[config.mk]
export PLATFORM = sky130hd
export DESIGN_NAME = port_seq_top
export DESIGN_NICKNAME = d
export VERILOG_FILES = /design/src/rtl/port_seq_pkg.sv /design/src/rtl/seq_rst_sync.sv /design/src/rtl/seq_hold_timer.sv /design/src/rtl/seq_span_timer.sv /design/src/rtl/port_seq_top.sv
export SDC_FILE = /design/constraint.sdc
export NUM_CORES = 1
export LEC_CHECK = 0
export BUFFER_PORTS_ARGS = -buffer_cell sky130_fd_sc_hd__buf_2
export CORE_ASPECT_RATIO = 0.75
export CORE_MARGIN = 4
export CORE_UTILIZATION = 65
export CTS_CLUSTER_DIAMETER = 50
export CTS_CLUSTER_SIZE = 24
export DETAILED_ROUTE_END_ITERATION = 10
export PLACE_DENSITY = 0.92
export SLEW_MARGIN = 20
export SYNTH_ARGS = -nofsm -noshare
export SYNTH_HDL_FRONTEND = slang
export SYNTH_SLANG_ARGS = --single-unit
[constraint.sdc]
create_clock -name clk -period 4.7 [get_ports clk]
set_input_delay 0.94 -clock clk [delete_from_list [all_inputs] [get_ports clk]]
set_output_delay 0.94 -clock clk [all_outputs]
set_load 0.01 [all_outputs]
[src/rtl/port_seq_pkg.sv]
package port_seq_pkg;

  localparam logic [1:0] LS_SE0 = 2'b00;
  localparam logic [1:0] LS_J   = 2'b01;
  localparam logic [1:0] LS_K   = 2'b10;

  typedef enum logic [2:0] {
    ST_DETACHED = 3'd0,
    ST_READY    = 3'd1,
    ST_RST_WAIT = 3'd2,
    ST_RST_DEVK = 3'd3,
    ST_RST_TRN  = 3'd4,
    ST_RST_TAIL = 3'd5,
    ST_RST_FS   = 3'd6,
    ST_RESUME   = 3'd7
  } seq_state_e;

endpackage

[src/rtl/seq_rst_sync.sv]
module seq_rst_sync (
  input  logic clk,
  input  logic rst_n,
  output logic rst_n_sync
);
  logic [1:0] sync_q;

  always_ff @(posedge clk or negedge rst_n) begin
    if (!rst_n) sync_q <= 2'b00;
    else        sync_q <= {sync_q[0], 1'b1};
  end

  assign rst_n_sync = sync_q[1];
endmodule

[src/rtl/seq_hold_timer.sv]
// Counts consecutive tick cycles while cond holds; any cycle without cond clears it.
module seq_hold_timer #(
  parameter int LIMIT = 150
) (
  input  logic clk,
  input  logic rst_n,
  input  logic tick,
  input  logic cond,
  output logic hit
);
  localparam int W = $clog2(LIMIT + 1);
  localparam logic [W-1:0] LIM = W'(LIMIT);

  logic [W-1:0] cnt_q, cnt_d;

  always_comb begin
    cnt_d = cnt_q;
    if (!cond)                    cnt_d = '0;
    else if (tick && cnt_q != LIM) cnt_d = cnt_q + 1'b1;
  end

  always_ff @(posedge clk or negedge rst_n) begin
    if (!rst_n) cnt_q <= '0;
    else        cnt_q <= cnt_d;
  end

  assign hit = cond && (cnt_q == LIM);
endmodule

[src/rtl/seq_span_timer.sv]
// Saturating interval counter: cleared by clr, advanced by run on tick cycles.
module seq_span_timer #(
  parameter int MAXV = 1000,
  localparam int W = $clog2(MAXV + 1)
) (
  input  logic         clk,
  input  logic         rst_n,
  input  logic         tick,
  input  logic         clr,
  input  logic         run,
  output logic [W-1:0] cnt
);
  localparam logic [W-1:0] TOP = W'(MAXV);

  logic [W-1:0] cnt_q, cnt_d;

  always_comb begin
    cnt_d = cnt_q;
    if (clr)                              cnt_d = '0;
    else if (run && tick && cnt_q != TOP) cnt_d = cnt_q + 1'b1;
  end

  always_ff @(posedge clk or negedge rst_n) begin
    if (!rst_n) cnt_q <= '0;
    else        cnt_q <= cnt_d;
  end

  assign cnt = cnt_q;
endmodule

[src/rtl/port_seq_top.sv]
module port_seq_top
  import port_seq_pkg::*;
#(
  parameter int CONN_TICKS   = 150,
  parameter int DISC_TICKS   = 135,
  parameter int DEVK_TICKS   = 150,
  parameter int RESET_TICKS  = 600000,
  parameter int SLOT_TICKS   = 3000,
  parameter int TAIL_TICKS   = 12000,
  parameter int RESUME_TICKS = 1200000
) (
  input  logic       clk,
  input  logic       rst_n,
  input  logic       tick,
  input  logic [1:0] line_st,
  input  logic       disc_det,
  input  logic       reset_req,
  input  logic       resume_req,
  output logic       drv_se0,
  output logic       drv_chirp_k,
  output logic       drv_chirp_j,
  output logic       drv_resume_k,
  output logic       connected,
  output logic       hs_en,
  output logic       done
);
  localparam int RW = $clog2(RESET_TICKS + 1);
  localparam int SW = $clog2(SLOT_TICKS + 1);
  localparam int MW = $clog2(RESUME_TICKS + 1);
  localparam logic [RW-1:0] RST_LAST  = RW'(RESET_TICKS - 1);
  localparam logic [RW-1:0] TRAIN_END = RW'(RESET_TICKS - TAIL_TICKS - 1);
  localparam logic [SW-1:0] SLOT_LAST = SW'(SLOT_TICKS - 1);
  localparam logic [MW-1:0] RSM_LAST  = MW'(RESUME_TICKS - 1);

  logic rn;
  seq_state_e st_q, st_d;
  logic ph_q, ph_d, hs_q, hs_d, done_q, done_d;
  logic rst_start, rsm_start, slot_clr;
  logic conn_hit, disc_hit, devk_hit;
  logic in_reset, rst_end, tail_hit, slot_end, rsm_end;
  logic [RW-1:0] rst_cnt;
  logic [SW-1:0] slot_cnt;
  logic [MW-1:0] rsm_cnt;

  seq_rst_sync u_rsync (.clk(clk), .rst_n(rst_n), .rst_n_sync(rn));

  seq_hold_timer #(.LIMIT(CONN_TICKS)) u_conn (
    .clk(clk), .rst_n(rn), .tick(tick),
    .cond((st_q == ST_DETACHED) && (line_st == LS_J)), .hit(conn_hit));

  seq_hold_timer #(.LIMIT(DISC_TICKS)) u_disc (
    .clk(clk), .rst_n(rn), .tick(tick),
    .cond((st_q != ST_DETACHED) && disc_det), .hit(disc_hit));

  seq_hold_timer #(.LIMIT(DEVK_TICKS)) u_devk (
    .clk(clk), .rst_n(rn), .tick(tick),
    .cond((st_q == ST_RST_WAIT) && (line_st == LS_K)), .hit(devk_hit));

  seq_span_timer #(.MAXV(RESET_TICKS)) u_rst_tmr (
    .clk(clk), .rst_n(rn), .tick(tick), .clr(rst_start), .run(in_reset), .cnt(rst_cnt));

  seq_span_timer #(.MAXV(SLOT_TICKS)) u_slot_tmr (
    .clk(clk), .rst_n(rn), .tick(tick), .clr(slot_clr),
    .run(st_q == ST_RST_TRN), .cnt(slot_cnt));

  seq_span_timer #(.MAXV(RESUME_TICKS)) u_rsm_tmr (
    .clk(clk), .rst_n(rn), .tick(tick), .clr(rsm_start),
    .run(st_q == ST_RESUME), .cnt(rsm_cnt));

  assign in_reset = (st_q == ST_RST_WAIT) || (st_q == ST_RST_DEVK) ||
                    (st_q == ST_RST_TRN)  || (st_q == ST_RST_TAIL) ||
                    (st_q == ST_RST_FS);
  assign rst_end  = in_reset && tick && (rst_cnt == RST_LAST);
  assign tail_hit = tick && (rst_cnt == TRAIN_END);
  assign slot_end = tick && (slot_cnt == SLOT_LAST);
  assign rsm_end  = tick && (rsm_cnt == RSM_LAST);

  // Next-state logic
  always_comb begin
    st_d      = st_q;
    ph_d      = ph_q;
    hs_d      = hs_q;
    done_d    = 1'b0;
    rst_start = 1'b0;
    rsm_start = 1'b0;
    slot_clr  = 1'b0;
    if ((st_q != ST_DETACHED) && disc_hit) begin
      st_d = ST_DETACHED;
      hs_d = 1'b0;
      ph_d = 1'b0;
    end else if (rst_end) begin
      st_d   = ST_READY;
      done_d = 1'b1;
      hs_d   = (st_q == ST_RST_TAIL);
    end else begin
      unique case (st_q)
        ST_DETACHED: if (conn_hit) st_d = ST_READY;
        ST_READY: begin
          if (reset_req) begin
            st_d      = ST_RST_WAIT;
            rst_start = 1'b1;
            hs_d      = 1'b0;
          end else if (resume_req) begin
            st_d      = ST_RESUME;
            rsm_start = 1'b1;
          end
        end
        ST_RST_WAIT: begin
          if (tail_hit)      st_d = ST_RST_FS;
          else if (devk_hit) st_d = ST_RST_DEVK;
        end
        ST_RST_DEVK: begin
          if (tail_hit) st_d = ST_RST_FS;
          else if (line_st != LS_K) begin
            st_d     = ST_RST_TRN;
            slot_clr = 1'b1;
            ph_d     = 1'b0;
          end
        end
        ST_RST_TRN: begin
          if (tail_hit) st_d = ST_RST_TAIL;
          else if (slot_end) begin
            ph_d     = ~ph_q;
            slot_clr = 1'b1;
          end
        end
        ST_RST_TAIL: ;
        ST_RST_FS:   ;
        ST_RESUME: begin
          if (rsm_end) begin
            st_d   = ST_READY;
            done_d = 1'b1;
          end
        end
        default: st_d = ST_DETACHED;
      endcase
    end
  end

  // State registers
  always_ff @(posedge clk or negedge rn) begin
    if (!rn) begin
      st_q   <= ST_DETACHED;
      ph_q   <= 1'b0;
      hs_q   <= 1'b0;
      done_q <= 1'b0;
    end else begin
      st_q   <= st_d;
      ph_q   <= ph_d;
      hs_q   <= hs_d;
      done_q <= done_d;
    end
  end

  assign drv_se0      = in_reset && (st_q != ST_RST_TRN);
  assign drv_chirp_k  = (st_q == ST_RST_TRN) && !ph_q;
  assign drv_chirp_j  = (st_q == ST_RST_TRN) && ph_q;
  assign drv_resume_k = (st_q == ST_RESUME);
  assign connected    = (st_q != ST_DETACHED);
  assign hs_en        = hs_q;
  assign done         = done_q;
endmodule

# == Yosys cells after proc, flatten, opt, wreduce, memory -nomap -nowiden ==
# Cells that the tools add are included.
# classes
n_addsub,6
n_eq_ne,38
n_mux,55
bitwise_logic,1
n_reduce_logical,40
# ops
cell,count
two-way mux 8 bit,6
two-way mux 21 bit,2
== test 20 bit (second input constant),2
two-way mux 20 bit,2
two-way mux 3 bit,11
two-way mux 1 bit,29
adder 8 x 1 -> 8 bit (second input constant),3
== test 8 bit (second input constant),3
two-way mux 12 bit,2
!= test 8 bit (second input constant),3
logical AND 1 bit,23
adder 21 x 1 -> 21 bit (second input constant),1
== test 21 bit (second input constant),1
!= test 21 bit (second input constant),1
adder 20 x 1 -> 20 bit (second input constant),1
!= test 20 bit (second input constant),1
one-hot mux 3 bit (6 select lines),1
adder 12 x 1 -> 12 bit (second input constant),1
== test 12 bit (second input constant),1
== test 3 bit (second input constant),4
!= test 12 bit (second input constant),1
nonzero test 3 bit,4
!= test 3 bit (second input constant),3
!= test 2 bit (second input constant),4
22 further kinds,30
# word_totals
reg_bits,85
input_bits,8
output_inout_bits,7
elab_cells,151

# == Depth between registers and ports, before layout ==
# Gate-level depths: netlist of run 1.
# logic_depth
ltp_word,10
depth_mapped,9
mapped_depth_nobuf,8

# == Cells and area by module ==
# Synthesis of run 1 repeated with hierarchy kept, for this count alone.
# unflattened
hier_cells,562
hier_area_um2,5215.0
# by_module_without_submodules
mod,instances,cells_per_inst,area_each_um2,seq_area_each_um2
seq_span_timer at u_rsm_tmr,1,128,1234.9,525.5
seq_span_timer at u_rst_tmr,1,117,1088.5,500.5
seq_hold_timer at u_conn ...,2,46,445.4,200.2
port_seq_top,1,109,839.6,150.1
seq_span_timer at u_slot_tmr,1,65,653.1,300.3
seq_hold_timer at u_disc,1,48,454.2,200.2
seq_rst_sync,1,3,53.8,50.0

# == Worst setup path before layout of run 1 ==
# OpenSTA, ideal clock, no wires.
# synth_path
kind,input -> register
start,input tick
end,"register hs_q, in the netlist hs_en"
setup_ns,0.096
arrival_time_ns,2.470
required_time_ns,4.604
slack_ns,2.134
stages,6
n_path_buf,1
cell_sequence,o21ai_0 or4b_4 buf_6 or3_4 o31a_1 a311oi_2
# synth_between
elab_chain_cells,4
word_cells_on_any_way,7
classes_between,mux (2); reduce/logical (5)
# synth_lines
element,line_no,rtl
"start, declared",port_seq_top.sv:14,"input logic tick,"
logical AND 1 bit (*) (2 in series),port_seq_top.sv:73,assign rst_end = in_reset && tick && (rst_cnt == RST_LAST);
nonzero test 3 bit (no source line) or two-way mux 1 bit (tied branches),n/a,
AND reduction 2 bit (no source line) or two-way mux 1 bit (tied branches),n/a,
"end signal, assigned",port_seq_top.sv:150,hs_q <= hs_d;
"end, declared",port_seq_top.sv:37,"logic ph_q, ph_d, hs_q, hs_d, done_q, done_d;"
# Every way passes the cells marked *; elsewhere a longest branch is shown, timed or not.
# A chain may end at the register's enable or synchronous reset.

# == Final worst setup path of run 1 ==
# layout_path
start,register st_q[2]
end,output drv_chirp_k
# layout_between
elab_chain_cells,2
# layout_lines
element,line_no,rtl
"start, declared",port_seq_top.sv:36,"seq_state_e st_q, st_d;"
"start signal, assigned",port_seq_top.sv:148,st_q <= st_d;
== test 3 bit,port_seq_top.sv:156,assign drv_chirp_k = (st_q == ST_RST_TRN) && !ph_q;
logical AND 1 bit,port_seq_top.sv:156,
"end, declared",port_seq_top.sv:20,"output logic drv_chirp_k,"
# No other way between the ends.

==> metrics.txt, run 1 <==
slew margin rel. 48.8%; Worst Max-Slew Pin Slew 766 ps; max-capacitance violation count 0; vias in the first global route 3560; fin nets 527; core region area 6930 um2; Post-CTS Hold Fix Bufs 0; Routed WL per cell 15.5 um; Die H 81.7 um; post-DP HPWL 6470 um; CP endpoint kind primary output; drc violations 0; initial antenna violation count 0; proportion of layout cells with a drive suffix above 1 8.77%; CTS buffer count 9; Mapped Cells 497; fin crit share 67.5%; Synthesized Nets 516; Sw Ratio 32.9%; Post-Syn Area 4710 um2; Peak VDD IR 0.243 mV; first-pass GRT wire length 16700 um; Synth top cells by count nor2_1, dfrtp_1, xor2_1; Unique masters post-synth 57; ANT cells 0; Yosys reg bits 85; Area Overhead vs Synth 7.60%; CP top delay family simple AND/OR/NAND/NOR gates; class of the worst hold path flip-flop to async pin; clock network power share 29.3%; Top FF cell, synth dfrtp_1; async set-or-reset flop fraction in the synthesized netlist 100%; Non-Filler Instances 611; Register-to-Register Path Depth 6; Worst path max stage delay 700 ps; CTS H-tree lvls 3; DRT iter0 DRCs 280; Avg Inst Size Synth 9.47 um2; placed cells 594; Yosys warning count 0; final setup TNS 0 ps; CTS root buf clkbuf_8; Setup Skew 13.2 ps; P_leak 2.22 nW; Clock Path Buffers 2; Seq/Total Area, Yosys 45.2%; Hold Vio Cnt, Final 0; WP buf/inv 1; GR Util All Layers 24.3%; Top Ports 15; Final setup viols 0; status completed; Critical Path End drv_chirp_k; die width 106 um; reported net switching power 625 uW; vias per cell 6.01; Initial Utilization 67.9%; Stages on worst setup path 3; top-count cell post-synth nor2_1; pwr/cell area 375 nW/um2; Worst-path clk slew 90 ps; largest net degree at the start of global routing 84; critical path's slowest cell nor3b_1; row count 26; max frequency 0.315 GHz; setup bufs post-CTS 0; Min Clock Period, post-route 3170 ps; Max FO, Critical Path 16; Int Pwr 1.28 mW; WL final 9490 um; worst path cell trace nor3b_1 > nor2b_1 > buf_2; Layout fillers 481; crit path from st_q[2]; Antenna Nets Post-Route 0; Yosys top cell by area dfrtp_1; unrepaired setup endpoints after global routing false; start of the worst register-to-register path st_q[1]; Synth top area share 45.2%; combinational share of power 22.6%; top post-synthesis cells by area dfrtp_1, xor2_1, nor2_1; clk sinks 85; Max Slew Vio Count 0; Overflow after GRT 0; CTS tree built; number of synthesized flops with an enable pin 0; GPL Wtd Cong 0.885; die area 8680 um2; vias post-DR 3675; critical path class flip-flop to primary output; Worst EP required 3760 ps; Reg power frac 48.1%; First-pass DRT Iterations 5; clock latency on the worst-skew pair 370 ps; # port buffers 14; post-cts sizing count 0; R2R setup slack 2230 ps; endpoint of the worst register-to-register path u_rsm_tmr.cnt[5]; Critical Path Start Type flip-flop; Arr. time, crit path 2230 ps
-- how the worst min path moves through the flow --
stage | end | slack, ps | from
5_1_grt | u_rsync.sync_q[1] | 310 | rst_n
4_1_cts | u_rsync.sync_q[1] | 320 | rst_n
3_3_place_gp | u_rsync.sync_q[1] | 340 | u_rsync.sync_q[0]
6_report | u_rst_tmr.cnt[2] | 320 | u_rsync.sync_q[1]
3_5_place_dp | u_rsync.sync_q[1] | 340 | u_rsync.sync_q[0]
2_1_floorplan | u_rsync.sync_q[1] | 330 | u_rsync.sync_q[0]
-- flip-flops by register name (all words and copies together), names as in the netlist --
register,flops
st_q,3
u_rsm_tmr.cnt,21
u_conn.cnt_q,8
u_disc.cnt_q,8
u_devk.cnt_q,8
u_rsync.sync_q,2
done,1
u_slot_tmr.cnt,12
hs_en,1
ph_q,1
u_rst_tmr.cnt,20
-- power by group through the flow --
stage          clock, mW  sequential, mW  combinational (mW)
4_1_cts            0.565           0.918               0.421
3_5_place_dp           0           0.929               0.418
6_report           0.558           0.914               0.430
3_3_place_gp           0           0.926               0.395
2_1_floorplan          0           0.864               0.379
5_1_grt            0.596           0.929               0.488
-- area by class of cell --
type / instances / area, um2 / area share (%)
multi-input cells: 379 / 2430 / 48.1
flip-flops and latches: 85 / 2130 / 42.1
clock buffers: 12 / 135 / 2.67
well taps: 98 / 123 / 2.42
repair buffers: 18 / 113 / 2.22
clock inverters: 4 / 72.6 / 1.43
inverters: 15 / 56.3 / 1.11
-- worst register-to-register path, stage by stage (launching register included) --
cell	delay [ps]
dfrtp_1	700
o21ai_0	200
or4b_4	600
nor3_4	350
nor2_1	110
and4_4	290
nor2_1	140
-- logic make-up after synthesis --
family,synth area share (%)
AO/OA/AOI/OAI,5.72
XOR/XNOR,13.2
adder cells (fa/ha/maj),2.92
buffers and inverters,3.22
flip-flops,45.2
multiplexers,1.06
other,0.0797
AND/OR/NAND/NOR,28.6
-- through the flow --
step / area (um2) / util (%) / setup slack [ps] / total power, mW / hold WS, ps
CTS: 5040 / 72.8 / 1530 / 1.90 / 322
global placement: 4840 / 69.8 / 1850 / 1.32 / 338
finish: 5060 / 73.1 / 1530 / 1.90 / 318
global route: 5060 / 73.1 / 1320 / 2.01 / 311
detailed placement: 4840 / 69.8 / 1820 / 1.35 / 338
floorplan: 4710 / - / 2130 / 1.24 / 331
-- routing by layer --
layer / share of wire, % / global-route usage (%) / vias up
li1: - / - / 1746
met1: 45 / 32.3 / 1831
met2: 49 / 40.1 / 85
met3: 5.3 / 7.23 / 13
met4: 1.1 / 5.17 / 0
met5: 0 / 0 / -
-- placed cells by master (no fill, tap or decap), drive strengths merged, types with 3 or more instances in the layout --
cell	Yosys	final
a21oi	8	8
a311oi	3	3
and2	7	7
and3	8	8
and4	10	10
buf	7	18
clkbuf	11	12
dfrtp	85	85
ha	11	11
inv	15	15
mux2i	5	5
nand2	32	32
nand3	25	25
nand4	25	25
nor2	97	97
nor2b	4	4
nor3	12	12
nor3b	3	3
nor4	10	10
nor4b	5	5
o21ai	6	6
o31a	3	3
or3	5	5
xnor2	25	25
xor2	46	46
No activity file was read; power rests on OpenSTA's default activity.
==> run 2, diff against run 1 <==
--- a/config.mk
+++ b/config.mk
@@ -8,11 +8,11 @@
 export BUFFER_PORTS_ARGS = -buffer_cell sky130_fd_sc_hd__buf_2
 export CORE_ASPECT_RATIO = 0.75
 export CORE_MARGIN = 4
-export CORE_UTILIZATION = 65
+export CORE_UTILIZATION = 56
 export CTS_CLUSTER_DIAMETER = 50
 export CTS_CLUSTER_SIZE = 24
 export DETAILED_ROUTE_END_ITERATION = 10
-export PLACE_DENSITY = 0.92
+export PLACE_DENSITY = 0.85
 export SLEW_MARGIN = 20
 export SYNTH_ARGS = -nofsm -noshare
 export SYNTH_HDL_FRONTEND = slang
==> constraint.sdc (replaced) <==
create_clock -name clk -period 2.61 [get_ports clk]
set_input_delay 0.522 -clock clk [delete_from_list [all_inputs] [get_ports clk]]
set_output_delay 0.522 -clock clk [all_outputs]
set_load 0.01 [all_outputs]
==> metrics.txt, run 2 (synthesis results as in run 1) <==
vias in the first global route 3455 (-2.9%); max-capacitance violation count 0 (unchanged); fin crit share 92.7%; endpoint of the worst register-to-register path st_q[2]; post-DP HPWL 6800 um (+5.1%); critical path class flip-flop to primary output; ANT cells 0 (unchanged); Sw Ratio 33.9% (+1.0 points); Place WS 219 ps (-1600 ps); Max Slew Vio Count 0 (unchanged); R2R setup slack 230 ps (-2000 ps); proportion of layout cells with a drive suffix above 1 10.9% (+2.1 points); class of the worst hold path flip-flop to async pin; Int Pwr 2.28 mW (+78%); Top Ports 15 (unchanged); Final WS setup 190 ps (-1340 ps); Min Clock Period, post-route 2420 ps; core region area 8020 um2 (+16%); setup bufs post-CTS 0 (unchanged); DRT iter0 DRCs 278 (-0.71%); die width 114 um (+7.2%); fin nets 536 (+1.7%); Min Hold Slack 342 ps (+23.5 ps); vias per cell 5.77 (-4.0%); crit path from st_q[2]; die area 9950 um2 (+15%); Antenna Nets Post-Route 0 (unchanged); start of the worst register-to-register path u_conn.cnt_q[0]; CTS buffer count 9 (unchanged); clock network power share 28.3% (-1.0 points); First-pass DRT Iterations 4 (-1); Area Overhead vs Synth 9.38%; status completed; Clock Path Buffers 2 (unchanged); CP endpoint kind primary output; Worst Max-Slew Pin Slew 706 ps (-60.1 ps); combinational share of power 26.0% (+3.4 points); Non-Filler Instances 627 (+2.6%); GR Util All Layers 21.0% (-3.3 points); Setup Skew 15.6 ps (+2.33 ps); Placement Cell Area 4930 um2 (+1.8%); # port buffers 14 (unchanged); max frequency 0.413 GHz; Die H 87.4 um (+7.0%); WP buf/inv 3 (+2); Worst path max stage delay 490 ps (-210 ps); most common cell after layout, fill and taps aside nor2_1; most frequent cells in the layout nor2_1, dfrtp_1, xor2_1; pwr/cell area 669 nW/um2 (+78%); Overflow after GRT 0 (unchanged); first-pass GRT wire length 16700 um (-0.20%); Arr. time, crit path 1900 ps (-330 ps); unrepaired setup endpoints after global routing false; Critical Path End drv_chirp_k; Hold Vio Cnt, Final 0 (unchanged); max reg flops 21 (unchanged); Reg power frac 45.7% (-2.4 points); placed cells 610 (+2.7%); cell mode on critical path buf_4; WL final 9600 um (+1.1%); final setup TNS 0 ps (unchanged); Routed WL per cell 15.3 um (-1.5%); Critical Path Start Type flip-flop; drc violations 0 (unchanged); reported net switching power 1.17 mW (+87%); CTS H-tree lvls 3 (unchanged); Final setup viols 0 (unchanged); Peak VDD IR 0.486 mV (+100%); Worst-path clk slew 100 ps (about the same); largest net degree at the start of global routing 44 (-48%); Max FO, Critical Path 11 (-5); row count 28 (+7.7%); Finished Cell Area 5150 um2 (+1.7%); clock latency on the worst-skew pair 380 ps (about the same); vias post-DR 3619 (-1.5%); CTS root buf clkbuf_8; slew margin rel. 53.0% (+4.1 points); CTS tree built; Stages on worst setup path 5 (+2); worst path cell trace buf_4 > nor3b_2 > buf_4 > nor2b_1 > buf_2; GPL Wtd Cong 0.875 (-1.2%); critical path's slowest cell dfrtp_1; P_leak 2.28 nW (+2.3%); initial antenna violation count 0 (unchanged); Initial Utilization 58.7% (-9.3 points); Worst EP required 2090 ps (-1670 ps); Register-to-Register Path Depth 8 (+2); clk sinks 85 (unchanged); CP top delay family buffers and inverters
==> run 2: cell count changes in the layout (fill, tap and decap cells not counted), sizes merged, moves of 2 or more <==
cell | before | now
inv | 15 | 17
clkbuf | 12 | 10
clkinv | 1 | 3
buf | 18 | 26
==> run 2: per-layer routing <==
layer	GRT usage, %	part of all wire [%]
met2	32.7	47
met3	4.72	5.2
met4	6.47	1.2
met1	29.7	47
met5	0	0
==> run 2: worst min path at each step <==
stage / startpoint / to / slack, ps
CTS: u_rsync.sync_q[0] / u_rsync.sync_q[1] / 360
global route: u_rsync.sync_q[0] / u_rsync.sync_q[1] / 350
global placement: rst_n / u_rsync.sync_q[0] / 310
floorplan: rst_n / u_rsync.sync_q[0] / 230
detailed placement: rst_n / u_rsync.sync_q[0] / 310
finish: u_rsync.sync_q[1] / u_rsm_tmr.cnt[13] / 340
==> run 2: cell type report <==
| class | count | area [um2] |
|---|---|---|
| clock buffer | 10 | 138 |
| fill | 638 | 2870 |
| timing repair buffer | 27 | 183 |
| multi-input combinational | 379 | 2440 |
| inverter | 15 | 56.3 |
| tap | 105 | 131 |
| clock inverter | 6 | 70.1 |
| sequential | 85 | 2130 |
==> run 2: stage by stage <==
| stage | total power, mW | util [%] |
|---|---|---|
| 2_1_floorplan | 2.24 | - |
| 4_1_cts | 3.46 | 64.1 |
| 6_report | 3.44 | 64.2 |
| 3_3_place_gp | 2.44 | 61.4 |
| 5_1_grt | 3.66 | 64.2 |
| 3_5_place_dp | 2.48 | 61.4 |
==> run 2: what timing repair did <==
item,CTS,global route
endpoints found under the setup margin,0,1
hold buffers,1,0
endpoints found under the hold margin,2,0
gates resized for setup,0,1
==> run 2: power by group through the flow <==
stage | combinational [mW] | sequential, mW | clock (mW)
floorplan | 0.683 | 1.56 | 0
global placement | 0.851 | 1.59 | 0
detailed placement | 0.889 | 1.60 | 0
CTS | 0.894 | 1.57 | 0.998
global route | 1.01 | 1.59 | 1.06
finish | 0.896 | 1.57 | 0.974
==> run 2: worst register-to-register path: stages (launching register included) <==
cell and delay (ps):
dfrtp_1 460, inv_1 90, ha_1 140, nor4bb_1 380, nand4b_1 190, o31a_1 290
a221o_1 320, a21oi_1 220, mux2i_1 230
==> run 3, diff against run 2 <==
--- a/config.mk
+++ b/config.mk
@@ -6,9 +6,10 @@
 export NUM_CORES = 1
 export LEC_CHECK = 0
 export BUFFER_PORTS_ARGS = -buffer_cell sky130_fd_sc_hd__buf_2
-export CORE_ASPECT_RATIO = 0.75
+export CORE_ASPECT_RATIO = 0.5
 export CORE_MARGIN = 4
 export CORE_UTILIZATION = 56
+export CTS_BUF_LIST = sky130_fd_sc_hd__clkbuf_16
 export CTS_CLUSTER_DIAMETER = 50
 export CTS_CLUSTER_SIZE = 24
 export DETAILED_ROUTE_END_ITERATION = 10
==> metrics.txt, run 3 (synthesis results as in run 1) <==
Register-to-Register Path Depth 8 (unchanged); grt met2 use 33.3% (+0.66 points); first-pass GRT wire length 16300 um (-2.3%); fin crit share 95.2% (+2.5 points); Reg power frac 41.6% (-4.1 points); Max Slew Vio Count 0 (unchanged); Min Clock Period, post-route 2490 ps (+66.0 ps); vias per cell 5.79 (+0.23%); Worst Max-Slew Pin Slew 624 ps (-81.6 ps); combinational share of power 24.5% (-1.5 points); Routed WL per cell 14.9 um (-2.8%); Layout fillers 612 (-4.1%); vias post-DR 3668 (+1.4%); max frequency 0.402 GHz (-2.7%); Placement Cell Area 4930 um2 (+0.18%); reported net switching power 1.21 mW (+3.3%); Most Crowded Layer GR met2; Antenna Nets Post-Route 0 (unchanged); Register Area 2130 um2 (unchanged); Setup Skew 7.83 ps (-7.73 ps); Sw Ratio 32.2% (-1.7 points); CTS root buf clkbuf_16; met3 GRT Util 5.30% (+0.58 points); slew margin rel. 58.4% (+5.4 points); GPL Wtd Cong 0.893 (+2.1%); ANT cells 0 (unchanged); post-DP HPWL 6460 um (-5.0%); fin nets 536 (unchanged); Peak VDD IR 0.435 mV (-10%); largest net degree at the start of global routing 47 (+6.8%); Worst path max stage delay 450 ps (-40 ps); most common cell after layout, fill and taps aside nor2_1; Min Hold Slack 303 ps (-38.8 ps); die area 10000 um2 (+0.75%); critical path class flip-flop to flip-flop; DRT iter0 DRCs 200 (-28%); most frequent cells in the layout nor2_1, dfrtp_1, xor2_1; Overflow after GRT 0 (unchanged); critical path's slowest cell dfrtp_1; Die H 72.8 um (-17%); Int Pwr 2.55 mW (+12%); multi-input logic area 2430 um2 (-0.20%); Critical Path Start Type flip-flop; setup bufs post-CTS 0 (unchanged); CTS H-tree lvls 3 (unchanged); Arr. time, crit path 2750 ps (+850 ps); Area Overhead vs Synth 11.4%; drc violations 0 (unchanged); class of the worst hold path flip-flop to async pin; final setup TNS 0 ps (unchanged); proportion of layout cells with a drive suffix above 1 10.7% (-0.19 points); CP endpoint kind flip-flop; clk sinks 85 (unchanged); # port buffers 14 (unchanged); status completed; initial antenna violation count 0 (unchanged); unrepaired setup endpoints after global routing true; First-pass DRT Iterations 5 (+1); vias in the first global route 3557 (+3.0%); clock latency on the worst-skew pair 340 ps (-40 ps); Initial Utilization 58.2% (-0.46 points); die width 138 um (+21%); pwr/cell area 715 nW/um2 (+6.9%); clock network power share 33.9% (+5.6 points); worst path cell trace inv_1 > ha_1 > nor4bb_1 > nand4b_1 > o31a_1 > a221o_1 > a21oi_1 > mux2i_1; total power 3.75 mW (+8.9%); Hold Vio Cnt, Final 0 (unchanged); Worst-path clk slew 70 ps (-30 ps); GR Util All Layers 20.7% (-0.35 points); Top Ports 15 (unchanged); WP buf/inv 1 (-2); CTS buffer count 9 (unchanged); CP top delay family compound AO/OA/AOI/OAI gates; WL final 9430 um (-1.8%); Worst EP required 2870 ps (+780 ps); Max FO, Critical Path 6 (-5); met1 Resource Use GR 27.3% (-2.4 points); max-capacitance violation count 0 (unchanged); core region area 8090 um2 (+0.80%); Finished Cell Area 5250 um2 (+1.9%); CTS tree built; max reg flops 21 (unchanged); Stages on worst setup path 8 (+3); row count 23 (-18%); P_leak 2.31 nW (+1.3%); Final setup viols 0 (unchanged); Clock Path Buffers 2 (unchanged); post-layout utilization of the core 64.9% (+0.69 points)
==> run 3: cell count changes in the layout (fill, tap and decap cells not counted), sizes merged <==
| cell | change |
|---|---|
| clkinvlp | +3 |
| inv | -1 |
| clkbuf | -1 |
| clkinv | -1 |
==> run 3: worst register-to-register path: cells and delay by family, from the launching register on <==
kind	cells	cell delay, ps
compound gates	3	920
simple gates	2	560
fa+ha+maj	1	130
mux	1	250
flops	1	450
buf+inv	1	90
==> run 3: per-layer routing <==
layer  share of wire, %  up-vias
met2                 48       93
met5                  0        -
met4                1.4        0
li1                   -     1773
met3                4.1       16
met1                 47     1786
==> run 3: cell type report <==
class | instances | share of cell area [%]
Tap cell | 112 | 2.67
Clock buffer | 9 | 4.29
Inverter | 15 | 1.07
Multi-Input combinational cell | 379 | 46.4
Sequential cell | 85 | 40.6
Timing Repair Buffer | 27 | 3.48
Clock inverter | 7 | 1.43
==> run 3: path summary, 6_finish.rpt <==
path,slack (ps),end,from
worst max-delay path,120,st_q[2],u_conn.cnt_q[0]
worst min-delay path,300,u_slot_tmr.cnt[8],u_rsync.sync_q[1]
worst max register to register,120,st_q[2],u_conn.cnt_q[0]
worst min register to register,300,u_slot_tmr.cnt[8],u_rsync.sync_q[1]
max in group asynchronous,1700,done,u_rsync.sync_q[1]
min in group clk,350,u_rsync.sync_q[1],u_rsync.sync_q[0]
==> run 3: stage by stage <==
step	setup slack, ps	instances
global placement	335	617
finish	124	634
global route	-35.8	634
CTS	136	634
floorplan	67.3	497
detailed placement	214	617
==> run 3: power by group through the flow <==
stage	clock network (mW)	registers (mW)	logic, mW
floorplan	0	1.56	0.683
global placement	0	1.57	0.866
detailed placement	0	1.58	0.898
CTS	1.29	1.56	0.917
global route	1.36	1.58	1.02
finish	1.27	1.56	0.920
==> run 3: timing repair <==
item / 4_1_cts / 5_1_grt
hold endpoints to repair: 2 / 0
endpoints found under the setup margin: 0 / 2
hold buffers: 1 / 0
resized for setup: 0 / 0
